`config.mk`:
```
export PLATFORM = sky130hd
export DESIGN_NAME = lp_mode_seq
export DESIGN_NICKNAME = d
export VERILOG_FILES = /design/src/rtl/lp_mode_pkg.sv /design/src/rtl/lp_req_hold.sv /design/src/rtl/lp_down_cnt.sv /design/src/rtl/lp_seq_fsm.sv /design/src/rtl/lp_mode_seq.sv
export SDC_FILE = /design/constraint.sdc
export NUM_CORES = 1
export LEC_CHECK = 0
export ABC_AREA = 1
export BUFFER_PORTS_ARGS = -buffer_cell sky130_fd_sc_hd__buf_2
export CORE_AREA = 2 2 44 62
export CTS_CLUSTER_SIZE = 40
export DETAILED_ROUTE_END_ITERATION = 8
export DIE_AREA = 0 0 46 64
export MAX_ROUTING_LAYER = met4
export PLACE_DENSITY = 0.72
export SKIP_CTS_REPAIR_TIMING = 1
export SYNTH_ARGS = -nofsm -noshare
export SYNTH_HDL_FRONTEND = slang
export SYNTH_HIERARCHICAL = 1
export SYNTH_SLANG_ARGS = --single-unit
```
`constraint.sdc`:
```
create_clock -name clk_i -period 2.69 [get_ports clk_i]
set_input_delay 0.1345 -clock clk_i [delete_from_list [all_inputs] [get_ports clk_i]]
set_output_delay 0.1345 -clock clk_i [all_outputs]
set_load 0.1 [all_outputs]
```
`src/rtl/lp_mode_pkg.sv`:
```
package lp_mode_pkg;

  typedef enum logic [1:0] {
    CMD_DESL = 2'd0,
    CMD_WRA  = 2'd1,
    CMD_REF  = 2'd2
  } lp_cmd_e;

  typedef enum logic [3:0] {
    ST_IDLE,
    ST_PD_LOW,
    ST_PD_EXIT,
    ST_AR_WRA,
    ST_AR_REF,
    ST_AR_WAIT,
    ST_SR_WRA,
    ST_SR_REF,
    ST_SR_GAP,
    ST_SR_HOLD,
    ST_SR_SLEEP,
    ST_SR_EXIT
  } lp_state_e;

  localparam int REQ_PD   = 0;
  localparam int REQ_SR   = 1;
  localparam int REQ_WAKE = 2;
  localparam int REQ_N    = 3;

endpackage

```
`src/rtl/lp_req_hold.sv`:
```
module lp_req_hold #(
  parameter int N = 3
) (
  input  logic         clk_i,
  input  logic         rst_ni,
  input  logic [N-1:0] req_i,
  input  logic [N-1:0] clr_i,
  output logic [N-1:0] pend_o
);

  logic [N-1:0] pend_q;

  for (genvar g = 0; g < N; g++) begin : g_bit
    always_ff @(posedge clk_i or negedge rst_ni) begin
      if (!rst_ni) pend_q[g] <= 1'b0;
      else         pend_q[g] <= (pend_q[g] | req_i[g]) & ~clr_i[g];
    end
    assign pend_o[g] = pend_q[g] | req_i[g];

    // a stored request survives until it is taken
    p_held_until_clr_r3: assert property (@(posedge clk_i) disable iff (!rst_ni)
      (pend_o[g] && !clr_i[g]) |=> pend_o[g]);
  end

endmodule

```
`src/rtl/lp_down_cnt.sv`:
```
module lp_down_cnt #(
  parameter int W = 4
) (
  input  logic         clk_i,
  input  logic         rst_ni,
  input  logic         load_i,
  input  logic [W-1:0] val_i,
  output logic         zero_o
);

  logic [W-1:0] cnt_q;

  always_ff @(posedge clk_i or negedge rst_ni) begin
    if (!rst_ni)             cnt_q <= '0;
    else if (load_i)         cnt_q <= val_i;
    else if (cnt_q != '0)    cnt_q <= cnt_q - 1'b1;
  end

  assign zero_o = (cnt_q == '0);

  // count moves down one step per cycle when not reloaded
  p_cnt_step_r6: assert property (@(posedge clk_i) disable iff (!rst_ni)
    (!load_i && !zero_o) |=> (cnt_q == $past(cnt_q) - 1'b1));

endmodule

```
`src/rtl/lp_seq_fsm.sv`:
```
module lp_seq_fsm
  import lp_mode_pkg::*;
#(
  parameter int AGE_W       = 12,
  parameter int CNT_W       = 5,
  parameter int SR_LATE_AGE = 776,
  parameter int SR_PD_DLY   = 2,
  parameter int REFC_CYC    = 16,
  parameter int PD_EXIT_CYC = 2
) (
  input  logic             clk_i,
  input  logic             rst_ni,
  input  logic             pd_want_i,
  input  logic             sr_want_i,
  input  logic             wake_want_i,
  input  logic             idle_ok_i,
  input  logic [AGE_W-1:0] age_i,
  input  logic             cnt_zero_i,
  output logic             cnt_load_o,
  output logic [CNT_W-1:0] cnt_val_o,
  output logic [REQ_N-1:0] clr_o,
  output logic             wake_arm_o,
  output logic             pd_n_o,
  output logic [1:0]       cmd_o,
  output logic             ready_o,
  output logic             ref_due_o
);

  localparam logic [CNT_W-1:0] L_REFC = CNT_W'(REFC_CYC - 1);
  localparam logic [CNT_W-1:0] L_PDX  = CNT_W'(PD_EXIT_CYC - 1);
  localparam logic [CNT_W-1:0] L_GAP  = CNT_W'((SR_PD_DLY > 1) ? SR_PD_DLY - 2 : 0);
  localparam logic [AGE_W-1:0] LATE   = AGE_W'(SR_LATE_AGE);

  lp_state_e state_q, state_d;
  logic      ref_due_q;
  logic      late;

  assign late = (age_i >= LATE);

  always_comb begin
    state_d    = state_q;
    cnt_load_o = 1'b0;
    cnt_val_o  = '0;
    clr_o      = '0;
    unique case (state_q)
      ST_IDLE: begin
        if (sr_want_i && idle_ok_i) begin
          if (late) begin
            state_d = ST_AR_WRA;
          end else begin
            state_d         = ST_SR_WRA;
            clr_o[REQ_SR]   = 1'b1;
          end
        end else if (pd_want_i && idle_ok_i) begin
          state_d       = ST_PD_LOW;
          clr_o[REQ_PD] = 1'b1;
        end
      end
      ST_PD_LOW: begin
        if (wake_want_i) begin
          state_d         = ST_PD_EXIT;
          cnt_load_o      = 1'b1;
          cnt_val_o       = L_PDX;
          clr_o[REQ_WAKE] = 1'b1;
        end
      end
      ST_PD_EXIT: if (cnt_zero_i) state_d = ST_IDLE;
      ST_AR_WRA:  state_d = ST_AR_REF;
      ST_AR_REF: begin
        state_d    = ST_AR_WAIT;
        cnt_load_o = 1'b1;
        cnt_val_o  = L_REFC;
      end
      ST_AR_WAIT: if (cnt_zero_i) state_d = ST_IDLE;
      ST_SR_WRA:  state_d = ST_SR_REF;
      ST_SR_REF: begin
        cnt_load_o = 1'b1;
        if (SR_PD_DLY > 1) begin
          state_d   = ST_SR_GAP;
          cnt_val_o = L_GAP;
        end else begin
          state_d   = ST_SR_HOLD;
          cnt_val_o = L_REFC;
        end
      end
      ST_SR_GAP: begin
        if (cnt_zero_i) begin
          state_d    = ST_SR_HOLD;
          cnt_load_o = 1'b1;
          cnt_val_o  = L_REFC;
        end
      end
      ST_SR_HOLD: begin
        if (cnt_zero_i) begin
          if (wake_want_i) begin
            state_d         = ST_SR_EXIT;
            cnt_load_o      = 1'b1;
            cnt_val_o       = L_REFC;
            clr_o[REQ_WAKE] = 1'b1;
          end else begin
            state_d = ST_SR_SLEEP;
          end
        end
      end
      ST_SR_SLEEP: begin
        if (wake_want_i) begin
          state_d         = ST_SR_EXIT;
          cnt_load_o      = 1'b1;
          cnt_val_o       = L_REFC;
          clr_o[REQ_WAKE] = 1'b1;
        end
      end
      ST_SR_EXIT: if (cnt_zero_i) state_d = ST_IDLE;
      default:    state_d = ST_IDLE;
    endcase
  end

  always_ff @(posedge clk_i or negedge rst_ni) begin
    if (!rst_ni) begin
      state_q   <= ST_IDLE;
      ref_due_q <= 1'b0;
    end else begin
      state_q   <= state_d;
      ref_due_q <= (state_q == ST_SR_EXIT) && cnt_zero_i;
    end
  end

  // Wake is only meaningful once a low-power sequence has started
  assign wake_arm_o = (state_q inside {ST_PD_LOW, ST_SR_WRA, ST_SR_REF,
                                       ST_SR_GAP, ST_SR_HOLD, ST_SR_SLEEP});
  assign pd_n_o     = !(state_q inside {ST_PD_LOW, ST_SR_HOLD, ST_SR_SLEEP});
  assign ready_o    = (state_q == ST_IDLE);
  assign ref_due_o  = ref_due_q;

  always_comb begin
    unique case (state_q)
      ST_AR_WRA, ST_SR_WRA: cmd_o = CMD_WRA;
      ST_AR_REF, ST_SR_REF: cmd_o = CMD_REF;
      default:              cmd_o = CMD_DESL;
    endcase
  end

  // Checker state: length of the current low-pin run, saturating
  logic [CNT_W:0] low_run_q;
  always_ff @(posedge clk_i or negedge rst_ni) begin
    if (!rst_ni)                                  low_run_q <= '0;
    else if (pd_n_o)                              low_run_q <= '0;
    else if (low_run_q < (CNT_W+1)'(REFC_CYC))    low_run_q <= low_run_q + 1'b1;
  end

  // direct drop from ready only when idle conditions held
  p_pd_entry_idle_r2: assert property (@(posedge clk_i) disable iff (!rst_ni)
    ($fell(pd_n_o) && $past(ready_o)) |-> $past(idle_ok_i));

  // write-activate is always followed by refresh
  p_wra_then_ref_r5: assert property (@(posedge clk_i) disable iff (!rst_ni)
    (cmd_o == CMD_WRA) |=> (cmd_o == CMD_REF));

  // a command pair only starts from the ready state
  p_wra_after_ready_r8: assert property (@(posedge clk_i) disable iff (!rst_ni)
    (cmd_o == CMD_WRA) |-> $past(ready_o));

  // pin rises with deselect, deselect continues next cycle
  p_exit_desl_r4: assert property (@(posedge clk_i) disable iff (!rst_ni)
    $rose(pd_n_o) |-> (cmd_o == CMD_DESL) ##1 (cmd_o == CMD_DESL));

  // self-refresh pin-low run reaches the recovery count
  p_sr_hold_min_r6: assert property (@(posedge clk_i) disable iff (!rst_ni)
    ($rose(pd_n_o) && state_q == ST_SR_EXIT) |-> (low_run_q >= (CNT_W+1)'(REFC_CYC)));

  // refresh-due pulse only right after self-refresh recovery
  p_due_after_exit_r7: assert property (@(posedge clk_i) disable iff (!rst_ni)
    ref_due_o |-> (ready_o && $past(state_q == ST_SR_EXIT)));

endmodule

```
`src/rtl/lp_mode_seq.sv`:
```
module lp_mode_seq
  import lp_mode_pkg::*;
#(
  parameter int AGE_W         = 12,
  parameter int SR_WINDOW_CYC = 780,
  parameter int SR_PD_DLY     = 2,
  parameter int REFC_CYC      = 16,
  parameter int PD_EXIT_CYC   = 2
) (
  input  logic             clk_i,
  input  logic             rst_ni,
  input  logic             pd_req_i,
  input  logic             sr_req_i,
  input  logic             wake_req_i,
  input  logic             banks_idle_i,
  input  logic             dq_hiz_i,
  input  logic [AGE_W-1:0] refresh_age_i,
  output logic             pd_n_o,
  output logic [1:0]       cmd_o,
  output logic             ready_o,
  output logic             ref_due_o
);

  localparam int MAX_A       = (REFC_CYC > PD_EXIT_CYC) ? REFC_CYC : PD_EXIT_CYC;
  localparam int MAX_C       = (MAX_A > SR_PD_DLY) ? MAX_A : SR_PD_DLY;
  localparam int CNT_W       = $clog2(MAX_C + 1);
  // Entry takes WRA + REF + pin delay; start late enough and it misses the window
  localparam int SR_LATE_AGE = SR_WINDOW_CYC - 2 - SR_PD_DLY;

  logic [REQ_N-1:0] req, clr, pend;
  logic             wake_arm, cnt_load, cnt_zero;
  logic [CNT_W-1:0] cnt_val;

  assign req[REQ_PD]   = pd_req_i;
  assign req[REQ_SR]   = sr_req_i;
  assign req[REQ_WAKE] = wake_req_i & wake_arm;

  lp_req_hold #(.N(REQ_N)) u_hold (
    .clk_i  (clk_i),
    .rst_ni (rst_ni),
    .req_i  (req),
    .clr_i  (clr),
    .pend_o (pend)
  );

  lp_down_cnt #(.W(CNT_W)) u_cnt (
    .clk_i  (clk_i),
    .rst_ni (rst_ni),
    .load_i (cnt_load),
    .val_i  (cnt_val),
    .zero_o (cnt_zero)
  );

  lp_seq_fsm #(
    .AGE_W       (AGE_W),
    .CNT_W       (CNT_W),
    .SR_LATE_AGE (SR_LATE_AGE),
    .SR_PD_DLY   (SR_PD_DLY),
    .REFC_CYC    (REFC_CYC),
    .PD_EXIT_CYC (PD_EXIT_CYC)
  ) u_fsm (
    .clk_i       (clk_i),
    .rst_ni      (rst_ni),
    .pd_want_i   (pend[REQ_PD]),
    .sr_want_i   (pend[REQ_SR]),
    .wake_want_i (pend[REQ_WAKE]),
    .idle_ok_i   (banks_idle_i & dq_hiz_i),
    .age_i       (refresh_age_i),
    .cnt_zero_i  (cnt_zero),
    .cnt_load_o  (cnt_load),
    .cnt_val_o   (cnt_val),
    .clr_o       (clr),
    .wake_arm_o  (wake_arm),
    .pd_n_o      (pd_n_o),
    .cmd_o       (cmd_o),
    .ready_o     (ready_o),
    .ref_due_o   (ref_due_o)
  );

endmodule

```
==> results of run 1 <==
[state kept, by name, indices dropped and copies added (netlist names)]
name,flops
u_hold/pend_q,3
u_cnt/cnt_q,5
u_fsm/state_q,4
u_fsm/ref_due_o,1
[placed cells by master, fill, tap and decap left out]
cell / n
nand2_1: 59
nor2_1: 22
buf_2: 20
inv_1: 18
dfrtp_1: 13
nand3_1: 8
nor2_2: 7
inv_2: 6
o21ai_0: 6
o21ai_1: 5
clkbuf_4: 3
nor2_4: 3
nand2_2: 3
nand3_2: 2
nand3b_1: 2
nor3_1: 2
nand2_4: 2
clkbuf_1: 1
dlygate4sd3_1: 1
nand4_2: 1
xnor2_1: 1
ha_1: 1
a21oi_1: 1
o221ai_1: 1
o21ai_2: 1
nand4_1: 1
o21bai_1: 1
conb_1: 1
[where the power goes]
part | internal [W] | switching [W] | leakage (nW) | total [W]
clock network | 0.0000573 | 0.0000654 | 0.0150 | 0.000123
registers | 0.000277 | 0.0000934 | 0.157 | 0.000370
logic | 0.000354 | 0.000897 | 0.513 | 0.00125
total | 0.000688 | 0.00106 | 0.685 | 0.00174
[cell usage after synthesis]
cell type / instances / share of area, %
xnor2_1: 1 / 0.81
nor3_1: 2 / 0.93
dfrtp_1: 13 / 30
buf_6: 1 / 1.0
nor2_4: 2 / 2.1
nor2_2: 7 / 4.1
nand3_2: 2 / 1.9
o21ai_1: 4 / 1.9
o21ai_0: 7 / 3.2
o21ai_2: 1 / 0.81
ha_1: 1 / 1.2
nand2_1: 59 / 21
nand4_2: 1 / 1.2
conb_1: 1 / 0.35
o221ai_1: 1 / 0.81
inv_1: 18 / 6.3
nand2_2: 3 / 1.7
inv_2: 6 / 2.1
a21oi_1: 1 / 0.46
nor2_1: 23 / 8.0
nand3_1: 8 / 3.7
nand3b_1: 2 / 1.4
o21bai_1: 1 / 0.70
buf_4: 3 / 2.1
nand4_1: 1 / 0.58
nand2_4: 2 / 2.1
[metrics by stage]
step / hold WS, ns / setup slack [ns] / total power, W / utilization, % / cells
finish: 0.102 / 0.291 / 0.00174 / 51.5 / 215
global route: 0.124 / 0.0313 / 0.00193 / 51.5 / 215
CTS: -0.258 / 0.308 / 0.00175 / 51.1 / 214
detailed placement: 0.0452 / 0.332 / 0.00162 / 49.9 / 210
global placement: 0.0411 / 0.356 / 0.00160 / 49.9 / 210
floorplan: -0.161 / 0.119 / 0.00145 / - / 171
[path summary, 6_finish.rpt]
check	start	endpoint	slack [ns]	cells past startpoint
worst max-delay path	u_fsm/state_q[0]	u_cnt/cnt_q[0]	0.29	16
worst min-delay path	pd_req_i	u_hold/pend_q[0]	0.10	3
min in group asynchronous	rst_ni	u_hold/pend_q[2]	0.27	2
worst min register to register	u_hold/pend_q[2]	u_hold/pend_q[2]	0.49	2
max in group asynchronous	rst_ni	u_hold/pend_q[1]	2.18	2
worst max register to register	u_fsm/state_q[0]	u_cnt/cnt_q[0]	0.29	16
[layer usage]
layer  GRT usage, %  up-vias  share of wire, %
met4           5.71        0              0.87
met1           21.9      481                43
met3           1.98        4               4.0
met2           31.3       35                52
met5              -        -                 0
li1               -      567                 -
[final cells by class]
cell class	count	share of cell area [%]
clock buffers	4	2.16
inverters	24	7.40
multi-input cells	130	52.3
flip-flops and latches	13	26.7
well taps	23	2.36
repair buffers	21	9.04
[kinds of logic after synthesis]
family,count (synthesis)
flops,13
other cells,1
xor+xnor,1
fa+ha+maj,1
compound gates,15
simple gates,112
buf+inv,28
[worst max-delay path: cells and delay by family (launching register included)]
family / cells / cell delay (ns)
AND/OR/NAND/NOR: 10 / 1.19
flip-flops: 1 / 0.52
buffers and inverters: 4 / 0.40
AO/OA/AOI/OAI: 2 / 0.17
==> impl_metrics.tcl, run 1 <==
set metrics [dict create \
    status "finished clean" \
    crit_path_end_kind "register" \
    irDropWorstVdd_v 0.000757 \
    synthCells 171 \
    slew_violations 0 \
    ys_seq_elements 13 \
    cp_common_cell "nand2_1" \
    fin_crit_ns 2.40 \
    synthMuxAreaShare_pct 0 \
    timing.fmax_mhz 417 \
    area_growth_pct 12.9 \
    final-seq-area_um2 325 \
    criticalPathCategory "reg -> reg" \
    postRouteAntennaNets 0 \
    initial_utilization_pct 45.6 \
    synth_nets 191 \
    synth_top_family_by_area "simple AND/OR/NAND/NOR gates" \
    crit_path_start_kind "register" \
    wl_per_cell_um 10.6 \
    cts_buffer_depth 2 \
    tritoncts "done" \
    worstPathArrival_ns 2.56 \
    nNetsFinal 213 \
    post-route-period-util_pct 89.2 \
    cellLeakagePower_nw 0.685 \
    globalplace.congestion 0.862 \
    fin_worst_skew_ns 0.00596 \
    root_buffer "clkbuf_4" \
    diodes 0 \
    cp_max_fo 9 \
    hold_viol 0 \
    fill_cells 249 \
    synthAdderAreaFrac_pct 1.16 \
    tns_ns 0 \
    grt_max_degree 14 \
    multi_input_area_um2 637 \
    synth_seq_area_share_pct 30.2 \
    dieWidth_um 46 \
    worstPathRequired_ns 2.85 \
    yosys_warnings 6 \
    portBuffers 20 \
    first_iter_violations 34 \
    io_pins 24 \
    clk_pin_slew_ns 0.08 \
    synth_xor_area_share_pct 0.812 \
    grt_pass1_vias 984 \
    overflow 0 \
    yosys.area_share.simple_pct 48.1 \
    cts_buffers 3 \
    synth_area_um2 1080 \
    htree_levels 1 \
    first_pass_iters 4 \
    viasPerCell 5.06 \
    place_area_um2 1180 \
    vias 1087 \
    hp-class "in -> reg" \
    crit_chain "inv_2 > nor2_1 > nand2_1 > nand2_1 > nor2_4 > o221ai_1 > nand2_1 > inv_1 > nor2_2 > inv_1 > nand3_1 > nand3_1 > inv_2 > nand4_2 > nand2_1 > o21ai_1" \
    grt_pass1_wl_mm 4.04 \
    syn_avg_cell_area_um2 6.31 \
    die_h_um 64 \
    ys_types 26 \
    die_area_um2 2940 \
    drc 0 \
    clock_sinks 13 \
    layout-drive-gt1-share_pct 25.0 \
    cap_violations 0 \
    power_density_nw_per_um2 1430 \
    dp_hpwl_mm 1.87 \
    core-area_um2 2360 \
    setup_viol 0 \
    antenna_found_initial 0 \
    synth_compound_area_share_pct 7.89 \
    fin_area_um2 1220 \
    clock_latency_ns 0.27 \
    rsz0062_at_grt "false" \
    cpPeakStageDelay_ns 0.52 \
    row_count 21 \
    crit_path_top_delay_cell "dfrtp_1" \
    wl_mm 2.29 \
    grt_usage_pct 18.4 \
]
(Power assumes the default switching activity.)
==> run 2: changes to the inputs <==
ABC_CLOCK_PERIOD_IN_PS = 2690   (was not set)
CORE_AREA = 3 3 45 63   (was 2 2 44 62)
DIE_AREA = 0 0 48 66   (was 0 0 46 64)
==> run 2 against run 1 <==
Routed wire length increased by 8.1%. First-iteration DRC count decreased by 29%. Sequential power increased by 2%. Clock-buffer cell count unchanged. Maximum frequency decreased by 1.2%. Highest routed layer unchanged.
==> impl_metrics.tcl, run 2 (synthesis gave the netlist of run 1 again) <==
set metrics [dict create \
    grt_max_degree 14 \
    clockPowerShare_pct 6.9 \
    power_switching_w 0.00108 \
    cap_violations 0 \
    drc 0 \
    die_h_um 66 \
    criticalPathCategory "reg -> reg" \
    combinationalPowerShare_pct 71.6 \
    status "finished clean" \
    grt_usage_pct 18.9 \
    cp_common_cell "nand2_1" \
    area_growth_pct 12.9 \
    cts_buffers 3 \
    antenna_found_initial 0 \
    portBuffers 20 \
    worstPathArrival_ns 2.59 \
    regMostFlops "u_cnt/cnt_q" \
    clock_sinks 13 \
    largest_reg_flops 5 \
    diodes 0 \
    vias 1130 \
    switching_share_pct 61.1 \
    tritoncts "done" \
    clk_pin_slew_ns 0.07 \
    crit_path_top_delay_cell "dfrtp_1" \
    irDropWorstVdd_v 0.000700 \
    layout_common_cells "59 x nand2_1, 22 x nor2_1, 20 x buf_2, 18 x inv_1, 13 x dfrtp_1" \
    timing.fmax_mhz 412 \
    slew_violations 0 \
    wl_per_cell_um 11.5 \
    core-area_um2 2360 \
    hold_viol 0 \
    power_density_nw_per_um2 1450 \
    io_pins 24 \
    final_common_cell "nand2_1" \
    postRouteAntennaNets 0 \
    layout_setup_ws_ns 0.263 \
    clock_latency_ns 0.28 \
    grt_pass1_vias 1080 \
    pwr-share-seq_pct 21.4 \
    setup_viol 0 \
    worst-path-buf-inv 3 \
    htree_levels 1 \
    rsz0062_at_grt "false" \
    dieWidth_um 48 \
    crit_path_end_kind "register" \
    dr_wl_met2_mm 1.33 \
    grt_pass1_wl_mm 4.20 \
    tns_ns 0 \
    reg.largest.list "u_cnt/cnt_q (5), u_fsm/state_q (4), u_hold/pend_q (3)" \
    die_area_um2 3170 \
    cp_max_fo 9 \
    root_buffer "clkbuf_4" \
    post-route-period-util_pct 90.2 \
    overflow 0 \
    nNetsFinal 213 \
    p_total_w 0.00177 \
    globalplace.congestion 0.918 \
    top_layer "met4" \
    viasPerCell 5.26 \
    wl_met1_um 958 \
    crit_path_start_kind "register" \
    first_pass_iters 4 \
    crit_chain "nor2_1 > nand2_1 > nand2_1 > nor2_4 > o221ai_1 > nand2_1 > inv_1 > nor2_2 > inv_1 > nand3_1 > nand3_1 > inv_2 > nand4_2 > nand2_1 > o21ai_1" \
    fin_worst_skew_ns 0.00948 \
    cellLeakagePower_nw 0.685 \
    hp-class "in -> reg" \
    cpPeakStageDelay_ns 0.59 \
    place_worst_setup_slack_ns 0.343 \
    worstPathRequired_ns 2.85 \
    dp_hpwl_mm 2.00 \
    row_count 21 \
    cts_buffer_depth 2 \
    first_iter_violations 24 \
    layout-drive-gt1-share_pct 25.0 \
    p_int_w 0.000688 \
    crit_family "simple AND/OR/NAND/NOR gates" \
    fin_util_pct 51.5 \
    wl_mm 2.47 \
    wl_met3_um 134 \
    fin_crit_ns 2.43 \
    initial_utilization_pct 45.6 \
]
==> run 2: stage by stage <==
stage          std cells  cell area, µm²  hold WS [ns]
6_report             215            1220        0.0889
5_1_grt              215            1220        0.0903
4_1_cts              214            1210        -0.273
3_5_place_dp         210            1180        0.0457
3_3_place_gp         210            1180        0.0400
2_1_floorplan        171            1090        -0.161
==> run 2: final timing paths <==
path	start	to	slack, ns	cells past startpoint
hold reg to reg	u_hold/pend_q[0]	u_hold/pend_q[0]	0.49	2
setup reg to reg	u_fsm/state_q[0]	u_cnt/cnt_q[1]	0.26	15
max in group asynchronous	rst_ni	u_fsm/state_q[3]	2.19	2
setup / recovery	u_fsm/state_q[0]	u_cnt/cnt_q[1]	0.26	15
hold / removal	pd_req_i	u_hold/pend_q[0]	0.09	3
min in group asynchronous	rst_ni	u_hold/pend_q[2]	0.26	2
==> run 2: tightest hold or removal path: cells and delay by family <==
family	cells	cell delay [ns]
simple gates	2	0.11
buf+inv	1	0.08
==> run 2: power by group through the flow <==
stage | registers, W | clock network, W | logic (W)
after global placement | 0.000373 | 0 | 0.00123
after global routing | 0.000382 | 0.000147 | 0.00141
after CTS | 0.000376 | 0.000131 | 0.00126
after floorplan | 0.000340 | 0 | 0.00111
after detailed placement | 0.000379 | 0 | 0.00125
final | 0.000379 | 0.000123 | 0.00127
==> run 2: area by class of cell <==
| class | instances | area [µm²] |
|---|---|---|
| clock buffer | 4 | 26.3 |
| fill | 248 | 1150 |
| inverter | 24 | 90.1 |
| multi-input combinational | 130 | 637 |
| sequential | 13 | 325 |
| tap | 23 | 28.8 |
| timing repair buffer | 21 | 110 |
==> run 2: metal layers <==
layer / track usage [%] / vias up
met5: - / -
met4: 8.08 / 0
met3: 5.45 / 6
met2: 33.6 / 39
met1: 17.7 / 516
li1: - / 569
